==> config.mk <==
export PLATFORM = sky130hd
export DESIGN_NAME = snoopCtl
export DESIGN_NICKNAME = d
export VERILOG_FILES = /design/src/rtl/snoopPkg.sv /design/src/rtl/snoopTagDp.sv /design/src/rtl/snoopFsm.sv /design/src/rtl/snoopCtl.sv
export SDC_FILE = /design/constraint.sdc
export NUM_CORES = 1
export LEC_CHECK = 0
export ABC_AREA = 1
export BUFFER_PORTS_ARGS = -buffer_cell sky130_fd_sc_hd__buf_2
export CAP_MARGIN = 5
export CORE_MARGIN = 2
export CORE_UTILIZATION = 60
export DETAILED_ROUTE_END_ITERATION = 7
export MAX_ROUTING_LAYER = met4
export PLACE_DENSITY = 0.79
export SYNTH_ARGS = -nofsm -noshare
export SYNTH_HDL_FRONTEND = slang
export SYNTH_SLANG_ARGS = --single-unit
==> constraint.sdc <==
create_clock -name clk -period 5.5 [get_ports clk]
set_input_delay 0.275 -clock clk [delete_from_list [all_inputs] [get_ports clk]]
set_output_delay 0.275 -clock clk [all_outputs]
set_load 0.01 [all_outputs]
==> src/rtl/snoopPkg.sv <==
package snoopPkg;
  typedef enum logic [1:0] {LS_I = 2'd0, LS_S = 2'd1, LS_E = 2'd2, LS_M = 2'd3} lineSt_e;
  typedef enum logic [1:0] {BC_NONE = 2'd0, BC_RD = 2'd1, BC_RDX = 2'd2, BC_UPG = 2'd3} busCmd_e;
  typedef enum logic [1:0] {CS_IDLE = 2'd0, CS_BUS = 2'd1, CS_WRITE = 2'd2} ctlSt_e;

  // strobes from control to the tag datapath
  typedef struct packed {
    logic    cpuWe;
    lineSt_e cpuSt;
    logic    snpWe;
    lineSt_e snpSt;
  } tagStb_t;
endpackage

==> src/rtl/snoopTagDp.sv <==
module snoopTagDp
  import snoopPkg::*;
#(
  parameter int ADDR_W = 16,
  parameter int IDX_W  = 3
) (
  input  logic              clk,
  input  logic              rstN,
  input  logic [ADDR_W-1:0] cpuAddr,
  input  logic [ADDR_W-1:0] snpAddr,
  input  tagStb_t           tagStb,
  output lineSt_e           cpuLineSt,
  output lineSt_e           snpLineSt
);
  localparam int TAG_W = ADDR_W - IDX_W;
  localparam int SETS  = 1 << IDX_W;
  localparam int COPIES = 2;

  typedef struct packed {
    logic [TAG_W-1:0] tag;
    lineSt_e          st;
  } tagEnt_t;

  // single shared write: snooper first, both copies together
  logic            wrEn;
  logic [IDX_W-1:0] wrIdx;
  tagEnt_t         wrEnt;

  always_comb begin
    wrEn  = 1'b0;
    wrIdx = cpuAddr[IDX_W-1:0];
    wrEnt = tagEnt_t'{tag: cpuAddr[ADDR_W-1:IDX_W], st: tagStb.cpuSt};
    if (tagStb.snpWe) begin
      wrEn  = 1'b1;
      wrIdx = snpAddr[IDX_W-1:0];
      wrEnt = tagEnt_t'{tag: snpAddr[ADDR_W-1:IDX_W], st: tagStb.snpSt};
    end else if (tagStb.cpuWe) begin
      wrEn = 1'b1;
    end
  end

  lineSt_e lookSt [COPIES];

  for (genvar c = 0; c < COPIES; c++) begin : g_copy
    tagEnt_t          mem [SETS];
    logic [ADDR_W-1:0] rdAddr;
    tagEnt_t          rdEnt;

    assign rdAddr = (c == 0) ? cpuAddr : snpAddr;
    assign rdEnt  = mem[rdAddr[IDX_W-1:0]];
    assign lookSt[c] = (rdEnt.tag == rdAddr[ADDR_W-1:IDX_W]) ? rdEnt.st : LS_I;

    always_ff @(posedge clk) begin
      if (!rstN) begin
        for (int i = 0; i < SETS; i++) mem[i] <= '0;
      end else if (wrEn) begin
        mem[wrIdx] <= wrEnt;
      end
    end
  end

  assign cpuLineSt = lookSt[0];
  assign snpLineSt = lookSt[1];
endmodule

==> src/rtl/snoopFsm.sv <==
module snoopFsm
  import snoopPkg::*;
#(
  parameter int ADDR_W = 16
) (
  input  logic              clk,
  input  logic              rstN,
  input  logic              cpuReq,
  input  logic              cpuWr,
  input  logic [ADDR_W-1:0] cpuAddr,
  input  lineSt_e           cpuLineSt,
  input  lineSt_e           snpLineSt,
  input  logic              busGnt,
  input  logic              shrIn,
  input  logic              snpValid,
  input  logic [1:0]        snpCmd,
  input  logic [ADDR_W-1:0] snpAddr,
  output logic              cpuDone,
  output logic              busReq,
  output logic [1:0]        busCmd,
  output logic [ADDR_W-1:0] busAddr,
  output logic              shrOut,
  output logic              dirtyOut,
  output logic              waitOut,
  output tagStb_t           tagStb
);
  ctlSt_e            cState, nState;
  busCmd_e           pendKind, nKind;
  logic [ADDR_W-1:0] pendAddr;
  logic              latchAddr;

  logic snpHitPend, defer, snpAct, snpHit, snpExcl;

  // bus side
  always_comb begin
    snpHitPend = snpValid && (cState != CS_IDLE) && (snpAddr == pendAddr);
    defer      = snpHitPend && (cState == CS_WRITE);
    snpAct     = snpValid && !defer;
    snpHit     = (snpLineSt != LS_I);
    snpExcl    = (snpCmd == BC_RDX) || (snpCmd == BC_UPG);
    shrOut     = snpAct && snpHit;
    dirtyOut   = snpAct && (snpLineSt == LS_M);
    waitOut    = defer;
    tagStb.snpWe = 1'b0;
    tagStb.snpSt = LS_I;
    if (snpAct && snpHit) begin
      if (snpExcl) begin
        tagStb.snpWe = 1'b1;
        tagStb.snpSt = LS_I;
      end else if ((snpCmd == BC_RD) && ((snpLineSt == LS_E) || (snpLineSt == LS_M))) begin
        tagStb.snpWe = 1'b1;
        tagStb.snpSt = LS_S;
      end
    end
  end

  // processor side
  always_comb begin
    nState       = cState;
    nKind        = pendKind;
    latchAddr    = 1'b0;
    cpuDone      = 1'b0;
    tagStb.cpuWe = 1'b0;
    tagStb.cpuSt = LS_I;
    unique case (cState)
      CS_IDLE: begin
        if (cpuReq && !tagStb.snpWe) begin
          if ((!cpuWr && cpuLineSt != LS_I) || (cpuWr && cpuLineSt == LS_M)) begin
            cpuDone = 1'b1;
          end else if (cpuWr && cpuLineSt == LS_E) begin
            tagStb.cpuWe = 1'b1;
            tagStb.cpuSt = LS_M;
            cpuDone      = 1'b1;
          end else begin
            nState    = CS_BUS;
            latchAddr = 1'b1;
            if (!cpuWr)                nKind = BC_RD;
            else if (cpuLineSt == LS_S) nKind = BC_UPG;
            else                       nKind = BC_RDX;
          end
        end
      end
      CS_BUS: begin
        if (pendKind == BC_UPG && snpHitPend && snpExcl) nKind = BC_RDX;
        if (busGnt) begin
          tagStb.cpuWe = 1'b1;
          if (pendKind == BC_RD) begin
            tagStb.cpuSt = shrIn ? LS_S : LS_E;
            cpuDone      = 1'b1;
            nState       = CS_IDLE;
          end else begin
            tagStb.cpuSt = LS_M;
            nState       = CS_WRITE;
          end
        end
      end
      CS_WRITE: begin
        cpuDone = 1'b1;
        nState  = CS_IDLE;
      end
      default: nState = CS_IDLE;
    endcase
  end

  assign busReq  = (cState == CS_BUS);
  assign busCmd  = busReq ? pendKind : BC_NONE;
  assign busAddr = pendAddr;

  always_ff @(posedge clk) begin
    if (!rstN) begin
      cState   <= CS_IDLE;
      pendKind <= BC_NONE;
      pendAddr <= '0;
    end else begin
      cState   <= nState;
      pendKind <= nKind;
      if (latchAddr) pendAddr <= cpuAddr;
    end
  end
endmodule

==> src/rtl/snoopCtl.sv <==
module snoopCtl
  import snoopPkg::*;
#(
  parameter int ADDR_W = 16,
  parameter int IDX_W  = 3
) (
  input  logic              clk,
  input  logic              rstN,
  input  logic              cpuReq,
  input  logic              cpuWr,
  input  logic [ADDR_W-1:0] cpuAddr,
  output logic              cpuDone,
  output logic              busReq,
  input  logic              busGnt,
  output logic [1:0]        busCmd,
  output logic [ADDR_W-1:0] busAddr,
  input  logic              shrIn,
  input  logic              snpValid,
  input  logic [1:0]        snpCmd,
  input  logic [ADDR_W-1:0] snpAddr,
  output logic              shrOut,
  output logic              dirtyOut,
  output logic              waitOut
);
  tagStb_t tagStb;
  lineSt_e cpuLineSt, snpLineSt;

  snoopTagDp #(.ADDR_W(ADDR_W), .IDX_W(IDX_W)) u_dp (
    .clk(clk), .rstN(rstN), .cpuAddr(cpuAddr), .snpAddr(snpAddr),
    .tagStb(tagStb), .cpuLineSt(cpuLineSt), .snpLineSt(snpLineSt)
  );

  snoopFsm #(.ADDR_W(ADDR_W)) u_fsm (
    .clk(clk), .rstN(rstN), .cpuReq(cpuReq), .cpuWr(cpuWr), .cpuAddr(cpuAddr),
    .cpuLineSt(cpuLineSt), .snpLineSt(snpLineSt), .busGnt(busGnt), .shrIn(shrIn),
    .snpValid(snpValid), .snpCmd(snpCmd), .snpAddr(snpAddr), .cpuDone(cpuDone),
    .busReq(busReq), .busCmd(busCmd), .busAddr(busAddr), .shrOut(shrOut),
    .dirtyOut(dirtyOut), .waitOut(waitOut), .tagStb(tagStb)
  );
endmodule

==> metrics.txt, run 1 <==
initial antenna violation count 0; sequential-to-total area share from yosys stat 0.450; Core Rows 44; Antenna Nets Post-Route 0; HPWL Detailed 18,400 um; startpoint types primary input; Worst VDD drop 0.222 mV; measured slew at the worst slew-check pin 908 ps; CTS H-Tree Depth 4; Power Dens Cells 291 nW/um^2; core area 14,500 um^2; RSZ-0062 raised after global routing no; die width 126 um; Initial Util 0.614; status finished clean; Highest Clock Rate 0.260 GHz; CTS tree done; Setup Buffers After CTS 0; cts bufs inserted 17; wire length on met3 3630 um; Syn Nets 1,259; Syn Area/Cell 7.30 um^2; GR Util All Layers 0.361; vias 8,762; Post-CTS Resized 0; WL met1 10,900 um; worst path arrival time 3910 ps; Post-CTS Hold Buffers 0; Setup TNS Final 0 ps; Final setup viols 0; DR vias/cell 6.06; die height 126 um; clk buf depth 2; DR pass1 iterations 6; Met2 Routed Length 12,300 um; Synth warnings 0; critical path class in2reg; DR iter-0 viols 1,555; Layout area overhead 9.23%; area of the die 15,800 um^2; GP Congestion 1.02; Max-cap violations 0; pin count of the biggest net entering global routing 77; Synth Instances 1,218; WL per Instance 19.2 um; clk slew on worst S/H paths 60 ps; Synth Register Bits 140; port bufs 63; Pins Over Slew Limit 0; Clock Tree Root clkbuf_16; fillcell total 1,263; clock sink total 140; Lkg Pwr 0.00458 uW; CP required 5550 ps; worst skew pair latency 430 ps; clk_skew 7.54 ps; final hold violation count 0; drt drc 0; ratio of cells with drive above 1 in the final layout 0.119; slew margin rel. 0.394; WL final 27,700 um; total power draw 2820 uW; Worst Setup Slack, final 1650 ps; gr ovfl total 0; fin nets 1,289; Yosys cell types 38; pre-CTS setup slack 1300 ps; Antenna diodes 0; Cell Area, Synth 8890 um^2; fin crit share 0.701; worst hold path type in2reg; fin area 9710 um^2; multi-input combinational cell area 3970 um^2; I/O Pins 64; CP Capture Type register; first-pass GRT wire length 42,900 um; top routing layer used met4; vias in the first global route 7,886; sequential cell area 4000 um^2; crit-path max FO 31; min Tclk post-route 3850 ps; area post-placement 9120 um^2
path summary, 6_finish.rpt:
path / cells past startpoint / to / startpoint / slack, ps
worst min-delay path: 4 / u_fsm.cState[0]$_SDFFE_PN0P_ / busGnt / 120
worst max-delay path: 18 / u_dp.g_copy[1].mem[4][0]$_SDFFCE_PN0P_ / cpuAddr[1] / 1650
worst max register to register: 17 / u_dp.g_copy[1].mem[4][0]$_SDFFCE_PN0P_ / u_dp.g_copy[1].mem[0][11]$_SDFFCE_PN0P_ / 1870
worst min register to register: 2 / u_fsm.pendKind[0]$_SDFFE_PN0P_ / u_fsm.pendKind[0]$_SDFFE_PN0P_ / 480
cells by family (layout without fill, tap and decap cells):
group / Yosys count / after routing / synth area share
AOI/OAI and AO/OA: 120 / 120 / 0.0811
xor gates and xnor gates: 8 / 8 / 0.00788
buffers and inverters: 201 / 244 / 0.103
and+or+nand+nor: 749 / 749 / 0.357
DFF: 140 / 140 / 0.450
worst max-delay path: stages:
cell,delay [ps]
buf_2,610
inv_1,130
buf_4,250
nand3_1,120
nand3_1,160
nand2_1,130
nand2_1,50
nand2_1,100
nand2_1,70
nor2_1,110
nand2_1,60
nor2_1,290
nand4_1,210
o211ai_2,180
nand2_1,110
clkinv_4,140
nand2_4,180
nand2_1,710
layer usage:
| metal | global-route usage | vias to the layer above |
|---|---|---|
| met4 | 0.146 | 0 |
| met3 | 0.0875 | 91 |
| met1 | 0.491 | 3986 |
| met5 | - | - |
| li1 | - | 4010 |
| met2 | 0.521 | 675 |
state kept, by name, indices dropped and copies added (netlist names):
name,cells
u_fsm.pendKind,2
u_fsm.cState,2
u_dp.g_copy.mem,120
u_fsm.busAddr,16
synth_stat cells, drive strengths merged:
| cell type | n | area (um^2) |
|---|---|---|
| clkinv | 1 | 8.76 |
| o22ai | 1 | 6.26 |
| o21bai | 1 | 7.51 |
| buf | 52 | 353 |
| edfxtp | 120 | 3600 |
| and3 | 1 | 6.26 |
| clkbuf | 9 | 33.8 |
| nand2 | 371 | 1450 |
| or2 | 5 | 31.3 |
| nand3 | 171 | 856 |
| inv | 139 | 522 |
| xor2 | 3 | 26.3 |
| o21ai | 43 | 268 |
| dfxtp | 20 | 400 |
| o211ai | 18 | 140 |
| nor3 | 2 | 10.0 |
| o2111ai | 2 | 17.5 |
| nand4 | 9 | 68.8 |
| nor4 | 1 | 6.26 |
| xnor2 | 5 | 43.8 |
| nor3b | 2 | 15.0 |
| nand3b | 2 | 15.0 |
| a21oi | 53 | 269 |
| nor2 | 185 | 719 |
| a31oi | 2 | 12.5 |
report_power, final:
group / internal (uW) / switching (uW) / total, uW
clock: 722 / 462 / 1180
sequential: 1200 / 24.0 / 1220
combinational: 118 / 300 / 418
total: 2040 / 786 / 2820
final cells by class:
class | count | area share
Sequential cell | 140 | 0.412
Tap cell | 184 | 0.0237
Timing Repair Buffer | 72 | 0.0394
Clock inverter | 12 | 0.0152
Inverter | 140 | 0.0546
Multi-Input combinational cell | 877 | 0.409
Clock buffer | 20 | 0.0460
cell usage in the layout (no fill, tap or decap), types with 3 or more instances in the layout:
cell type	netlist	layout
a21oi_1	52	52
buf_2	27	63
buf_4	7	9
bufinv_16	0	3
clkbuf_16	0	17
clkinv_2	0	5
clkinv_4	1	3
dfxtp_1	20	20
edfxtp_1	120	120
inv_1	134	134
inv_2	5	5
nand2_1	358	358
nand2_2	8	8
nand2_4	5	5
nand3_1	171	171
nand4_1	7	7
nor2_1	179	179
nor2_2	4	4
o211ai_1	17	17
o21ai_0	27	27
o21ai_2	14	14
or2_2	5	5
xnor2_1	5	5
xor2_1	3	3
metrics by stage:
step           hold slack (ps)  cells  utilization
3_5_place_dp               478   1413        0.630
6_report                   120   1445        0.671
5_1_grt                    159   1445        0.671
3_3_place_gp               472   1413        0.630
2_1_floorplan              440   1218            -
4_1_cts                    121   1445        0.671
No activity file was read; power rests on OpenSTA's default activity.
==> run 2: changes to the inputs <==
Settings changed: ABC_AREA 1 to 0, PLACE_DENSITY 0.79 to 0.8.
Clock period 5.5 ns to 3.6 ns, I/O delays scaled along.
==> run 2 against run 1 <==
Against the previous run:
- register-to-register slack lost 1700 ps
- clock skew rose by 2.8 ps
- count of clock-buffer cells in the layout increased by 2
- critical path type is now reg2reg
- cell area grew 2.5%
- combinational power is 49% higher
- area after synthesis shrank 3.6%
- wire length up 2.2%
- largest power group unchanged
==> metrics.txt, run 2 <==
status finished clean; Worst VDD drop 0.351 mV (+58%); multi-input combinational cell area 4190 um^2 (+5.5%); fin nets 875 (-32%); initial antenna violation count 0 (unchanged); worst path arrival time 3650 ps (-260 ps); first-pass GRT wire length 41,400 um (-3.3%); Lkg Pwr 0.00392 uW (-14%); WL per Instance 27.7 um (+44%); Synth top area share 0.421 (+0.0153); DR pass1 iterations 8 (+2); WL final 28,400 um (+2.2%); sequential-to-total area share from yosys stat 0.467 (+0.0170); CTS H-Tree Depth 4 (unchanged); Most flops, register u_dp.g_copy.mem; largest family of logic cells by synthesized area multiplexers; Main synth FF type edfxtp_1; reg2reg start u_dp.g_copy[1].mem[0][2]$_SDFFCE_PN0P_; Cell Area, Synth 8570 um^2 (-3.6%); Synth top cells by count 134 x a21oi_1, 120 x edfxtp_1, 104 x mux2i_1, 39 x a22oi_1, 21 x nand2_1; most common cell in the synthesized netlist a21oi_1; core area 13,900 um^2 (-3.8%); Synth warnings 0 (unchanged); worst hold path type in2reg; cts bufs inserted 17 (unchanged); gr ovfl total 0 (unchanged); crit-path max FO 12 (-61%); Cells on Worst Hold Path 3 (-1); measured slew at the worst slew-check pin 959 ps (+51.3 ps); global route hottest layer met2; port bufs 63 (unchanged); CP required 3770 ps (-1780 ps); Syn Nets 768 (-39%); hold slack final 56.7 ps (-63.1 ps); die width 123 um (-1.8%); Reg-to-Reg End u_dp.g_copy[1].mem[2][11]$_SDFFCE_PN0P_; HPWL Detailed 19,300 um (+5.0%); GR Util All Layers 0.391 (+0.0302); DR vias/cell 7.44 (+23%); Yosys top cell by area edfxtp_1; RSZ-0062 raised after global routing no; Layout area overhead 16.2%; ratio of cells with drive above 1 in the final layout 0.251 (+0.132); pre-CTS setup slack -254 ps (-1560 ps); GP Congestion 0.988 (-2.9%); Largest register FFs 120 (unchanged); Placed Instances 995 (-30%); die height 123 um (-1.8%); post-synthesis simple-gate area fraction 0.111 (-0.247); Clock Tree Root clkbuf_16; fin crit share 0.966; worst skew pair latency 440 ps (about the same); Antenna diodes 0 (unchanged); area of the die 15,200 um^2 (-3.5%); Layout Cells excl Fill 1,026 (-29%); slew margin rel. 0.359 (-0.0346); Synth Area in Adders 0 (unchanged); Worst Setup Slack, final 122 ps (-1520 ps); Core Rows 43 (-2.3%); synth top area cells edfxtp_1 42%, mux2i_1 12%, a21oi_1 7.8%, mux4_2 5.3%, dfxtp_1 4.7%; Final setup viols 0 (unchanged); Pins Over Slew Limit 0 (unchanged); worst hold path startpoint cpuAddr[10]; xor/xnor cell area share of the yosys netlist 0.0297 (+0.0218); critical path class reg2reg; met1 Use GR 0.457 (-0.0336); clk slew on worst S/H paths 60 ps (about the same); GR Util met2 0.586 (+0.0644); Power Dens Cells 411 nW/um^2 (+41%); internal reg-to-reg setup slack 120 ps (-1750 ps); startpoint types register; Synth Instances 727 (-40%); Setup TNS Final 0 ps (unchanged); Antenna Nets Post-Route 0 (unchanged); EDFF count, synth 120 (unchanged); most frequent cells in the layout 134 x a21oi_1, 120 x edfxtp_1, 103 x mux2i_1; final hold violation count 0 (unchanged); Synth Area in Compound Gates 0.170 (+0.0885); CP Capture Type register; Highest Clock Rate 0.288 GHz; ys async rst share 0 (unchanged); hold endpoint u_fsm.busAddr[10]$_SDFFE_PN0P_; r2r worst-path depth 10 (-7); DR iter-0 viols 1,106 (-29%); most common cell after layout, fill and taps aside a21oi_1; CTS tree done; clk_skew 10.3 ps (+2.77 ps); drt drc 0 (unchanged); Initial Util 0.615 (+0.000726); Yosys cell types 61 (+61%); sequential cell area 4000 um^2 (unchanged); pin count of the biggest net entering global routing 45 (-42%); fillcell total 932 (-26%); I/O Pins 64 (unchanged); vias 7,635 (-13%); clk buf depth 2 (unchanged); mux cell area share after synthesis 0.177 (+0.177); Syn Area/Cell 11.8 um^2 (+61%); clock sink total 140 (unchanged); Max-cap violations 0 (unchanged); Setup Buffers After CTS 0 (unchanged); final core utilization 0.714 (+0.0438); min Tclk post-route 3480 ps; vias in the first global route 7,275 (-7.7%); Synth Register Bits 140 (unchanged); met3 Track Usage GR 0.126 (+0.0389)
-- run 2: cell count changes after synthesis, moves of 39 or more --
cell	before	now
mux2i_1	0	104
inv_1	134	4
nand3_1	171	19
nand2_1	358	21
nor2_1	179	16
a21oi_1	52	134
a22oi_1	0	39
-- run 2: cell families (layout without fill, tap and decap cells) --
| group | count (synthesis) | count (layout) |
|---|---|---|
| multiplexers | 126 | 126 |
| XOR/XNOR | 29 | 29 |
| AO/OA/AOI/OAI | 232 | 232 |
| AND/OR/NAND/NOR | 140 | 140 |
| buffers and inverters | 60 | 179 |
| flip-flops | 140 | 140 |
-- run 2: repair_timing --
action | 4_1_cts | 5_1_grt
gates resized for setup | 0 | 4
hold buffers | 0 | 0
setup endpoints to repair | 0 | 28
hold endpoints to repair | 0 | 0
-- run 2: worst max-delay path: stages (launching register included) --
cell,delay (ps)
edfxtp_1,420
mux4_2,480
mux2i_1,300
xor2_1,240
o221ai_1,210
nor4_4,260
and2_4,310
buf_4,270
mux2i_1,410
buf_4,240
a21oi_1,60
-- run 2: final cells by class --
class,instances,share of cell area
multi-input cells,527,0.421
flip-flops and latches,140,0.402
repair buffers,143,0.101
clock buffers,22,0.0446
well taps,180,0.0226
clock inverters,9,0.00741
inverters,5,0.00189
-- run 2: layer usage --
| metal | share of wire | vias up |
|---|---|---|
| li1 | - | 3105 |
| met4 | 0.063 | 0 |
| met1 | 0.34 | 3572 |
| met5 | 0 | - |
| met2 | 0.45 | 779 |
| met3 | 0.15 | 179 |
-- run 2: report_power, final --
| group | internal [uW] | switching (uW) |
|---|---|---|
| Sequential | 1820 | 44.5 |
| Combinational | 245 | 377 |
| Clock | 934 | 668 |
-- run 2: worst max-delay path by stage --
stage,to,cells after the start,start
global placement,u_dp.g_copy[1].mem[0][11]$_SDFFCE_PN0P_,12,snpAddr[0]
detailed placement,u_dp.g_copy[1].mem[0][6]$_SDFFCE_PN0P_,12,snpAddr[0]
floorplan,u_dp.g_copy[1].mem[5][0]$_SDFFCE_PN0P_,13,cpuAddr[0]
CTS,u_dp.g_copy[1].mem[1][6]$_SDFFCE_PN0P_,10,u_dp.g_copy[1].mem[0][2]$_SDFFCE_PN0P_
global route,u_dp.g_copy[1].mem[2][11]$_SDFFCE_PN0P_,10,u_dp.g_copy[1].mem[7][6]$_SDFFCE_PN0P_
finish,u_dp.g_copy[1].mem[2][11]$_SDFFCE_PN0P_,10,u_dp.g_copy[1].mem[0][2]$_SDFFCE_PN0P_
-- run 2: through the flow --
step,instance area [um^2],total power [uW]
after global routing,9960,4170
after global placement,9430,2470
final,9960,4090
after floorplan,8570,2260
after detailed placement,9430,2490
after CTS,9940,4060
==> run 3: changes to the inputs <==
Settings changed: ABC_AREA 0 to 1, GPL_TIMING_DRIVEN set to 0, PLACE_DENSITY 0.8 to 0.79.
==> run 3 against run 2 <==
Against the previous run:
- total power is 4.8% higher
- cell count is 45% higher
- non-clock buffer count is 24 lower
- global-route usage about the same
- via count is 17% higher
- sequential power hardly changed
- count of clock-buffer cells in the layout down 3
- hold slack worse by 27 ps
- clock skew down 3.2 ps
==> metrics.txt, run 3 (synthesized netlist as in run 1, its figures left out) <==
vias 8,952 (+17%); most common cell after layout, fill and taps aside nand2_1; area of the die 15,800 um^2 (+3.7%); most frequent cells in the layout 350 x nand2_1, 179 x nor2_1, 171 x nand3_1; Pins Over Slew Limit 0 (unchanged); Clock Tree Root clkbuf_16; Layout area overhead 12.8%; Layout Cells excl Fill 1,492 (+45%); pin count of the biggest net entering global routing 17 (-62%); CTS H-Tree Depth 4 (unchanged); Top cell by count, worst path nand3_1; status finished clean; Core Rows 44 (+2.3%); clk buf depth 2 (unchanged); worst skew pair latency 430 ps (about the same); Worst Setup Slack, final 42.6 ps (-79.7 ps); CP bufs+invs 4 (+2); first-pass GRT wire length 45,200 um (+9.1%); port bufs 59 (-6.3%); clock sink total 140 (unchanged); DR vias/cell 6.00 (-19%); fin nets 1,336 (+53%); CTS tree done; slowest stage delay, CP 690 ps (+210 ps); startpoint types primary input; Initial Util 0.614 (-0.000726); CP required 3680 ps (-90 ps); Largest register FFs 120 (unchanged); HPWL Detailed 21,400 um (+11%); Lkg Pwr 0.00473 uW (+21%); GP Congestion 0.968 (-2.1%); worst hold path type in2reg; Placed Instances 1,461 (+47%); final hold violation count 0 (unchanged); clk_skew 7.07 ps (-3.23 ps); Post-CTS Hold Buffers 0 (unchanged); sequential cell area 4000 um^2 (unchanged); critical path, cell by cell buf_2, clkbuf_1, nand2_1, nand3_1, nand3_1, nand3_1, nand2_1, nor2_1, nand3_1, nor2_1, nand4_1, o211ai_2, nand2_1, clkinv_4, nand2_2, buf_6, nand2_2; clk slew on worst S/H paths 60 ps (about the same); pre-CTS setup slack -414 ps (-160 ps); Power Dens Cells 428 nW/um^2 (+4.0%); I/O Pins 64 (unchanged); initial antenna violation count 0 (unchanged); DR pass1 iterations 8 (unchanged); gr ovfl total 0 (unchanged); WL final 29,700 um (+4.6%); Most flops, register u_dp.g_copy.mem; Setup TNS Final 0 ps (unchanged); GR Util All Layers 0.391 (about the same); Worst VDD drop 0.363 mV (+3.4%); worst path arrival time 3640 ps (about the same); crit-path max FO 15 (+3); fin crit share 0.988 (+0.0221); vias in the first global route 8,124 (+12%); slew margin rel. 0.192 (-0.168); Final setup viols 0 (unchanged); ratio of cells with drive above 1 in the final layout 0.146 (-0.105); Crit-path slowest cell clkbuf_1; Antenna diodes 0 (unchanged); WL per Instance 19.9 um (-28%); multi-input combinational cell area 4010 um^2 (-4.1%); CP Capture Type register; cts bufs inserted 17 (unchanged); core area 14,500 um^2 (+3.9%); die height 126 um (+1.8%); fillcell total 1,194 (+28%); drt drc 0 (unchanged); Worst path top cell family by delay simple AND/OR/NAND/NOR gates; Max-cap violations 0 (unchanged); critical path class in2reg; die width 126 um (+1.8%); min Tclk post-route 3560 ps (+79.7 ps); measured slew at the worst slew-check pin 1210 ps (+253 ps); DR iter-0 viols 1,653 (+49%); Highest Clock Rate 0.281 GHz (-2.2%); Antenna Nets Post-Route 0 (unchanged)
-- run 3: worst min-delay path, cell delays in order --
cell and delay, ps:
buf_2 80, inv_1 40, nand2_1 60, a21oi_1 60
-- run 3: metrics by stage --
stage | utilization | hold WS (ps) | instance area (um^2) | total power [uW]
final | 0.693 | 29.5 | 10000 | 4290
after floorplan | - | 345 | 8890 | 2320
after CTS | 0.690 | 21.4 | 10000 | 4250
after detailed placement | 0.650 | 469 | 9420 | 2540
after global routing | 0.693 | 55.2 | 10000 | 4420
after global placement | 0.650 | 459 | 9420 | 2530
-- run 3: final timing paths --
kind	start	endpoint	slack, ps	cells past startpoint
max	cpuAddr[0]	u_dp.g_copy[1].mem[0][1]$_SDFFCE_PN0P_	40	17
min	busGnt	u_fsm.cState[0]$_SDFFE_PN0P_	30	4
max reg2reg	u_dp.g_copy[1].mem[3][11]$_SDFFCE_PN0P_	u_dp.g_copy[1].mem[0][1]$_SDFFCE_PN0P_	230	16
min reg2reg	u_fsm.busAddr[3]$_SDFFE_PN0P_	u_fsm.busAddr[3]$_SDFFE_PN0P_	490	2
-- run 3: layer usage --
| layer | vias up | wire length [um] | global-route usage |
|---|---|---|---|
| met4 | 0 | 1460 | 0.177 |
| met3 | 134 | 4880 | 0.0998 |
| li1 | 4109 | - | - |
| met1 | 3938 | 11000 | 0.528 |
| met2 | 771 | 12300 | 0.557 |
| met5 | - | 0 | - |
-- run 3: power breakdown --
part	total [uW]	leakage (uW)	switching, uW	internal [uW]
Clock	1740	0.000268	716	1020
Combinational	690	0.00308	491	200
Sequential	1860	0.00138	35.1	1830
-- run 3: area by class of cell --
type	instances	area share
Sequential cell	140	0.399
Multi-Input combinational cell	877	0.400
Buffer	60	0.0382
Tap cell	184	0.0229
Timing Repair Buffer	59	0.0294
Clock buffer	19	0.0432
Clock inverter	13	0.0142
Inverter	140	0.0529
-- run 3: what timing repair did --
| item | in CTS | in global routing |
|---|---|---|
| endpoints found under the setup margin | 20 | 121 |
| setup buffers | 0 | 0 |
| cloned | 0 | 0 |
| gates resized for setup | 2 | 11 |
